<file path="src/rtl/trip_rel_pkg.sv">
package trip_rel_pkg;

  typedef enum logic [1:0] {
    POL_SENSE = 2'b00,
    POL_TIMED = 2'b01,
    POL_NOW   = 2'b10
  } rel_pol_e;

endpackage

</file>
<file path="src/rtl/trip_rel_rst_sync.sv">
module trip_rel_rst_sync #(
  parameter int STAGES = 2
) (
  input  logic clk,
  input  logic rst_n,
  output logic rst_sync_n
);

  logic [STAGES-1:0] sync_q;
  logic [STAGES-1:0] sync_d;

  always_comb begin
    sync_d = {sync_q[STAGES-2:0], 1'b1};
  end

  always_ff @(posedge clk or negedge rst_n) begin
    if (!rst_n) begin
      sync_q <= '0;
    end else begin
      sync_q <= sync_d;
    end
  end

  assign rst_sync_n = sync_q[STAGES-1];

endmodule

</file>
<file path="src/rtl/trip_rel_decode.sv">
module trip_rel_decode
  import trip_rel_pkg::*;
(
  input  logic       clk,
  input  logic       rst_n,
  input  logic [1:0] rel_code,
  output rel_pol_e   policy,
  output logic [1:0] mode_ind
);

  always_comb begin
    case (rel_code)
      2'b01:   policy = POL_TIMED;
      2'b10:   policy = POL_NOW;
      default: policy = POL_SENSE;
    endcase
    mode_ind = policy;
  end

  // the spare code must never select a looser policy
  p_spare_safe_r7: assert property (@(posedge clk) disable iff (!rst_n)
    (rel_code == 2'b11) |-> (mode_ind == 2'b00));

endmodule

</file>
<file path="src/rtl/trip_rel_holdoff.sv">
module trip_rel_holdoff #(
  parameter int HOLD_TICKS = 100,
  localparam int CW = $clog2(HOLD_TICKS + 1)
) (
  input  logic clk,
  input  logic rst_n,
  input  logic clear,
  input  logic tick,
  output logic done
);

  localparam logic [CW-1:0] LIMIT = CW'(HOLD_TICKS);

  logic [CW-1:0] cnt_q;
  logic [CW-1:0] cnt_d;
  logic          cnt_en;

  always_comb begin
    cnt_en = clear | (tick & (cnt_q != LIMIT));
    cnt_d  = clear ? '0 : cnt_q + CW'(1);
  end

  always_ff @(posedge clk or negedge rst_n) begin
    if (!rst_n) begin
      cnt_q <= '0;
    end else if (cnt_en) begin
      cnt_q <= cnt_d;
    end
  end

  assign done = (cnt_q == LIMIT);

  // counter saturates at the limit
  p_no_overflow_r4: assert property (@(posedge clk) disable iff (!rst_n)
    cnt_q <= LIMIT);

  // without a tick the count never moves forward
  p_tick_only_r4: assert property (@(posedge clk) disable iff (!rst_n)
    (!tick && !clear) |=> $stable(cnt_q));

endmodule

</file>
<file path="src/rtl/trip_rel_latch.sv">
module trip_rel_latch (
  input  logic clk,
  input  logic rst_n,
  input  logic trip_in,
  input  logic release_now,
  output logic held_q
);

  logic held_d;
  logic held_en;

  always_comb begin
    held_en = trip_in | (held_q & release_now);
    held_d  = trip_in;
  end

  always_ff @(posedge clk or negedge rst_n) begin
    if (!rst_n) begin
      held_q <= 1'b0;
    end else if (held_en) begin
      held_q <= held_d;
    end
  end

  // a seen trip is always latched
  p_trip_latched_r2: assert property (@(posedge clk) disable iff (!rst_n)
    trip_in |=> held_q);

  // the latch only sets through the trip input
  p_set_by_trip_r9: assert property (@(posedge clk) disable iff (!rst_n)
    $rose(held_q) |-> $past(trip_in));

endmodule

</file>
<file path="src/rtl/trip_release_timer.sv">
module trip_release_timer
  import trip_rel_pkg::*;
#(
  parameter int HOLD_TICKS = 100
) (
  input  logic       clk,
  input  logic       rst_n,
  input  logic       trip_in,
  input  logic       cs_in,
  input  logic [1:0] rel_code,
  input  logic       tick_ms,
  output logic       trip_out,
  output logic [1:0] mode_ind
);

  logic     rst_int_n;
  rel_pol_e policy;
  logic     held_q;
  logic     hold_done;
  logic     hold_clear;
  logic     release_now;

  trip_rel_rst_sync #(.STAGES(2)) u_rst (
    .clk        (clk),
    .rst_n      (rst_n),
    .rst_sync_n (rst_int_n)
  );

  trip_rel_decode u_dec (
    .clk      (clk),
    .rst_n    (rst_int_n),
    .rel_code (rel_code),
    .policy   (policy),
    .mode_ind (mode_ind)
  );

  always_comb begin
    hold_clear = trip_in | ~held_q;
    case (policy)
      POL_TIMED: release_now = ~trip_in & hold_done;
      POL_NOW:   release_now = ~trip_in;
      default:   release_now = ~trip_in & ~cs_in;
    endcase
    trip_out = trip_in | (held_q & ~release_now);
  end

  trip_rel_holdoff #(.HOLD_TICKS(HOLD_TICKS)) u_hold (
    .clk   (clk),
    .rst_n (rst_int_n),
    .clear (hold_clear),
    .tick  (tick_ms),
    .done  (hold_done)
  );

  trip_rel_latch u_latch (
    .clk         (clk),
    .rst_n       (rst_int_n),
    .trip_in     (trip_in),
    .release_now (release_now),
    .held_q      (held_q)
  );

  // sense policy keeps the output on while current flows
  p_sense_hold_r3: assert property (@(posedge clk) disable iff (!rst_int_n)
    (policy == POL_SENSE && held_q && cs_in) |-> trip_out);

  // a returning trip restarts the hold-off
  p_restart_r5: assert property (@(posedge clk) disable iff (!rst_int_n)
    trip_in |=> !hold_done);

  // immediate policy drops as soon as the trip is gone
  p_now_drop_r6: assert property (@(posedge clk) disable iff (!rst_int_n)
    (policy == POL_NOW && !trip_in) |-> !trip_out);

  // nothing held and no trip means no output
  p_no_spurious_r9: assert property (@(posedge clk) disable iff (!rst_int_n)
    (!trip_in && !held_q) |-> !trip_out);

endmodule

</file>
<file path="config.mk">
export PLATFORM = sky130hd
export DESIGN_NAME = trip_release_timer
export DESIGN_NICKNAME = d
export VERILOG_FILES = /design/src/rtl/trip_rel_pkg.sv /design/src/rtl/trip_rel_rst_sync.sv /design/src/rtl/trip_rel_decode.sv /design/src/rtl/trip_rel_holdoff.sv /design/src/rtl/trip_rel_latch.sv /design/src/rtl/trip_release_timer.sv
export SDC_FILE = /design/constraint.sdc
export NUM_CORES = 1
export LEC_CHECK = 0
export BUFFER_PORTS_ARGS = -buffer_cell sky130_fd_sc_hd__buf_2
export CORE_AREA = 2 2 39 41
export CTS_BUF_LIST = sky130_fd_sc_hd__clkbuf_4 sky130_fd_sc_hd__clkbuf_8 sky130_fd_sc_hd__clkbuf_16
export DETAILED_ROUTE_END_ITERATION = 7
export DIE_AREA = 0 0 41 43
export SLEW_MARGIN = 15
export SYNTH_ARGS = -nofsm -noshare
export SYNTH_HDL_FRONTEND = slang
export SYNTH_SLANG_ARGS = --single-unit
</file>
<file path="constraint.sdc">
create_clock -name clk -period 1.75 [get_ports clk]
set_clock_uncertainty 0.1 [all_clocks]
set_input_delay 0.35 -clock clk [delete_from_list [all_inputs] [get_ports clk]]
set_output_delay 0.35 -clock clk [all_outputs]
set_load 0.02 [all_outputs]
</file>
==> metrics.log <==
[metrics] final standard cell count with taps included and fillers excluded: 89
[metrics] area occupied by multi-input gates: roughly 290 um^2
[metrics] Die Span X: between 40 and 50 um
[metrics] net total in the final layout: between 80 and 90
[metrics] Starting Density: between 30% and 40%
[metrics] core area: about 1400 um^2
[metrics] max-slew violation count: 0
[metrics] level count of the clock H-tree: 1
[metrics] share of power burned in registers: 47.5%
[metrics] number of endpoints with negative hold slack in the final report: 0
[metrics] DRT iter0 DRCs: 10
[metrics] standard-cell row count: 14
[metrics] CTS Root Cell: clkbuf_4
[metrics] highest clock frequency the design can meet: 0.518 GHz
[metrics] Diodes inserted: 0
[metrics] critical path endpoint category: output pin
[metrics] final core occ: a little over half
[metrics] WP data required: 1.30 ns
[metrics] Net Sw Power: approximately 0.12 mW
[metrics] cells on worst reg2reg path: 7
[metrics] hold slack: 0.0369 ns
[metrics] share of power burned in the clock network: around two fifths
[metrics] time the final worst path needs with I/O delays and setup: just under 2 ns
[metrics] violated checks: negative setup slack
[metrics] kind of launch point of the worst setup path: register
[metrics] RSZ-0062 raised after global routing: true
[metrics] most frequent cells in the layout: dfrtp_1, buf_2, buf_4
[metrics] total congestion overflow: 0
[metrics] Arr. time, crit path: ~1.5 ns
[metrics] TritonCTS buffer count: 3
[metrics] port buffer count: 9
[metrics] filler cell count in the final layout: 131
[metrics] Clock Pin Slew Worst Setup and Hold Paths: 0.07 ns
[metrics] post-DR wirelength/cell: 12.7 um
[metrics] detailed placement HPWL: between 700 and 800 um
[metrics] largest driver fanout on the critical path: 2
[metrics] first drt pass iteration count: 4
[metrics] run status: complete, but fails checks
[metrics] classification of the worst setup path: register to output pin
[metrics] Die Outline Area: ~1800 um^2
[metrics] # Max-Cap Violations: 0
[metrics] number of register bits inferred by synthesis: 10
[metrics] setup ws final: -0.181 ns
[metrics] Post-Place Cells: ~80
[metrics] ratio of cells with drive above 1 in the final layout: approximately 37%
[metrics] number of antenna violations at the first check in global routing: 0
[metrics] number of antenna-violating nets in the routed design: 0
[metrics] via count: 472
[metrics] IR Drop Worst-Case VDD: between 300 and 400 uV
[metrics] RD Place Congestion: 0.710
[metrics] Total Power: a little over 0.5 mW
[metrics] Avg Inst Size Synth: between 10 and 15 um^2
[metrics] number of instances in the synthesized netlist: 52
[metrics] total wire length: around 1100 um
[metrics] CTS Sinks: 10
[metrics] vias in the first global route: 430
[metrics] most common library cell in the layout ignoring fill and taps: dfrtp_1
[metrics] flip-flop and latch area: between 200 and 300 um^2
[metrics] portion of total power attributed to combinational logic: a little under an eighth
[metrics] global-route total usage across every layer: between 10% and 20%
[metrics] Power Internal: between 0.3 and 0.4 mW
[metrics] critical register-to-register path startpoint: u_hold.cnt_q[0]
[metrics] maximum buffer depth of the clock tree: 2
[metrics] number of distinct standard cells referenced by the synthesized netlist: 24
[metrics] Seq/Total Area, Yosys: 47.8%
[metrics] latest clock arrival within the worst-skew pair: about 0.27 ns
[metrics] height of the chip: approximately 43 um
[metrics] Synth-to-Final Area Change: 38.8%
[metrics] number of synthesis warnings: 0
[metrics] vias per cell: 5.30
[metrics] I/O pin count: 10
[metrics] TritonCTS clock tree: done
[metrics] # DRC: 0
[metrics] maximum number of pins on one net before global-route repair: 9
[metrics] PwrDens: 712 nW/um^2
[metrics] FF-to-FF setup slack: around 0.080 ns
[metrics] Hold Path Class: register to asynchronous set/reset pin
[metrics] first-pass GRT wire length: roughly 2100 um
[metrics] Static Leakage: 0.319 nW
[metrics] Final period util: 110%
[metrics] endpoint of the lowest-slack register-to-register path: u_hold.cnt_q[2]
[metrics] syn_nets: 61
[metrics] setup tns final: -0.181 ns
[metrics] total of endpoints with negative setup slack in the final report: 1
[metrics] Switching Share: around a quarter
[metrics] post-synthesis instance area: between 500 and 600 um^2
[worst max-delay path by stage]
| stage | cells past startpoint | slack [ns] | from | end |
|---|---|---|---|---|
| global route | 6 | -0.26 | u_hold.cnt_q[0] | trip_out |
| finish | 6 | -0.18 | u_hold.cnt_q[0] | trip_out |
| floorplan | 5 | 0.04 | u_hold.cnt_q[0] | trip_out |
| global placement | 6 | 0.03 | u_hold.cnt_q[0] | trip_out |
| detailed placement | 6 | -0.009 | u_hold.cnt_q[0] | trip_out |
| CTS | 6 | -0.19 | u_hold.cnt_q[1] | trip_out |
[logic make-up after synthesis]
| logic type | Yosys count | synth area share, % |
|---|---|---|
| XOR/XNOR | 1 | 1.67 |
| flip-flops | 10 | 47.8 |
| buffers and inverters | 4 | 2.87 |
| AND/OR/NAND/NOR | 18 | 20.1 |
| adder cells (fa/ha/maj) | 2 | 4.78 |
| multiplexers | 2 | 3.83 |
| other | 1 | 0.717 |
| AO/OA/AOI/OAI | 14 | 18.2 |
[worst max-delay path: stages (launching register included)]
cell and delay, ns:
dfrtp_1 0.39, inv_2 0.08, ha_4 0.14, nand4_4 0.08
nor4b_4 0.26, o21ai_1 0.11, buf_4 0.17
[stage by stage]
stage / setup slack, ns / cell area [um^2]
after floorplan: 0.0399 / 523
after global placement: 0.0301 / 626
after detailed placement: -0.00917 / 626
after CTS: -0.193 / 711
after global routing: -0.255 / 726
final: -0.181 / 726
[power by group through the flow]
stage,registers (mW),clock network (mW),logic (mW)
2_1_floorplan,0.249,0,0.0278
3_3_place_gp,0.249,0,0.0520
3_5_place_dp,0.249,0,0.0529
4_1_cts,0.245,0.217,0.0616
5_1_grt,0.247,0.227,0.0692
6_report,0.245,0.210,0.0617
[cells in the mapped netlist]
| cell | count | share of area [%] |
|---|---|---|
| o21ai_0 | 4 | 3.8 |
| nand2_1 | 6 | 4.3 |
| o31ai_1 | 1 | 1.4 |
| o311a_1 | 1 | 1.9 |
| nand4_2 | 1 | 2.4 |
| o2111ai_1 | 1 | 1.7 |
| a211oi_1 | 1 | 1.4 |
| and4_2 | 1 | 1.9 |
| o31a_2 | 1 | 1.9 |
| a21oi_1 | 3 | 2.9 |
| mux2i_1 | 2 | 3.8 |
| o211ai_1 | 1 | 1.4 |
| or3_1 | 2 | 2.4 |
| a41oi_1 | 1 | 1.7 |
| nor2b_1 | 2 | 2.4 |
| xor2_1 | 1 | 1.7 |
| ha_1 | 2 | 4.8 |
| nand2b_1 | 1 | 1.2 |
| dfrtp_1 | 10 | 48 |
| nor4b_1 | 1 | 1.7 |
| nor2_1 | 2 | 1.4 |
| nand4_1 | 2 | 2.4 |
| conb_1 | 1 | 0.72 |
| inv_1 | 4 | 2.9 |
[final cells by class]
class / instances / share of cell area (%)
clock buffer: 4 / 5.00
inverter: 4 / 2.07
multi-input combinational: 38 / 40.5
sequential: 10 / 34.5
tap: 16 / 2.76
timing repair buffer: 17 / 15.2
[repair_timing]
item                       CTS  global route
hold buffers                 1             0
resized for setup            8             0
hold endpoints to repair     2             0
setup endpoints to repair    1             1
pin swaps                    4             3
buffers inserted             0             2
[per-layer routing]
layer / track usage (%) / wire [um] / up-vias / part of all wire [%]
li1: - / - / 235 / -
met1: 24.6 / 527 / 224 / 47
met2: 24.4 / 549 / 13 / 49
met3: 7.85 / 53 / 0 / 4.7
met4: 4.00 / 0 / 0 / 0
met5: 0 / 0 / - / 0
[sequential cells by signal, summed over array words and instances (netlist names)]
register        flops
u_hold.cnt_q        7
u_rst.sync_q        2
u_latch.held_q      1
No activity file was read; power rests on OpenSTA's default activity.
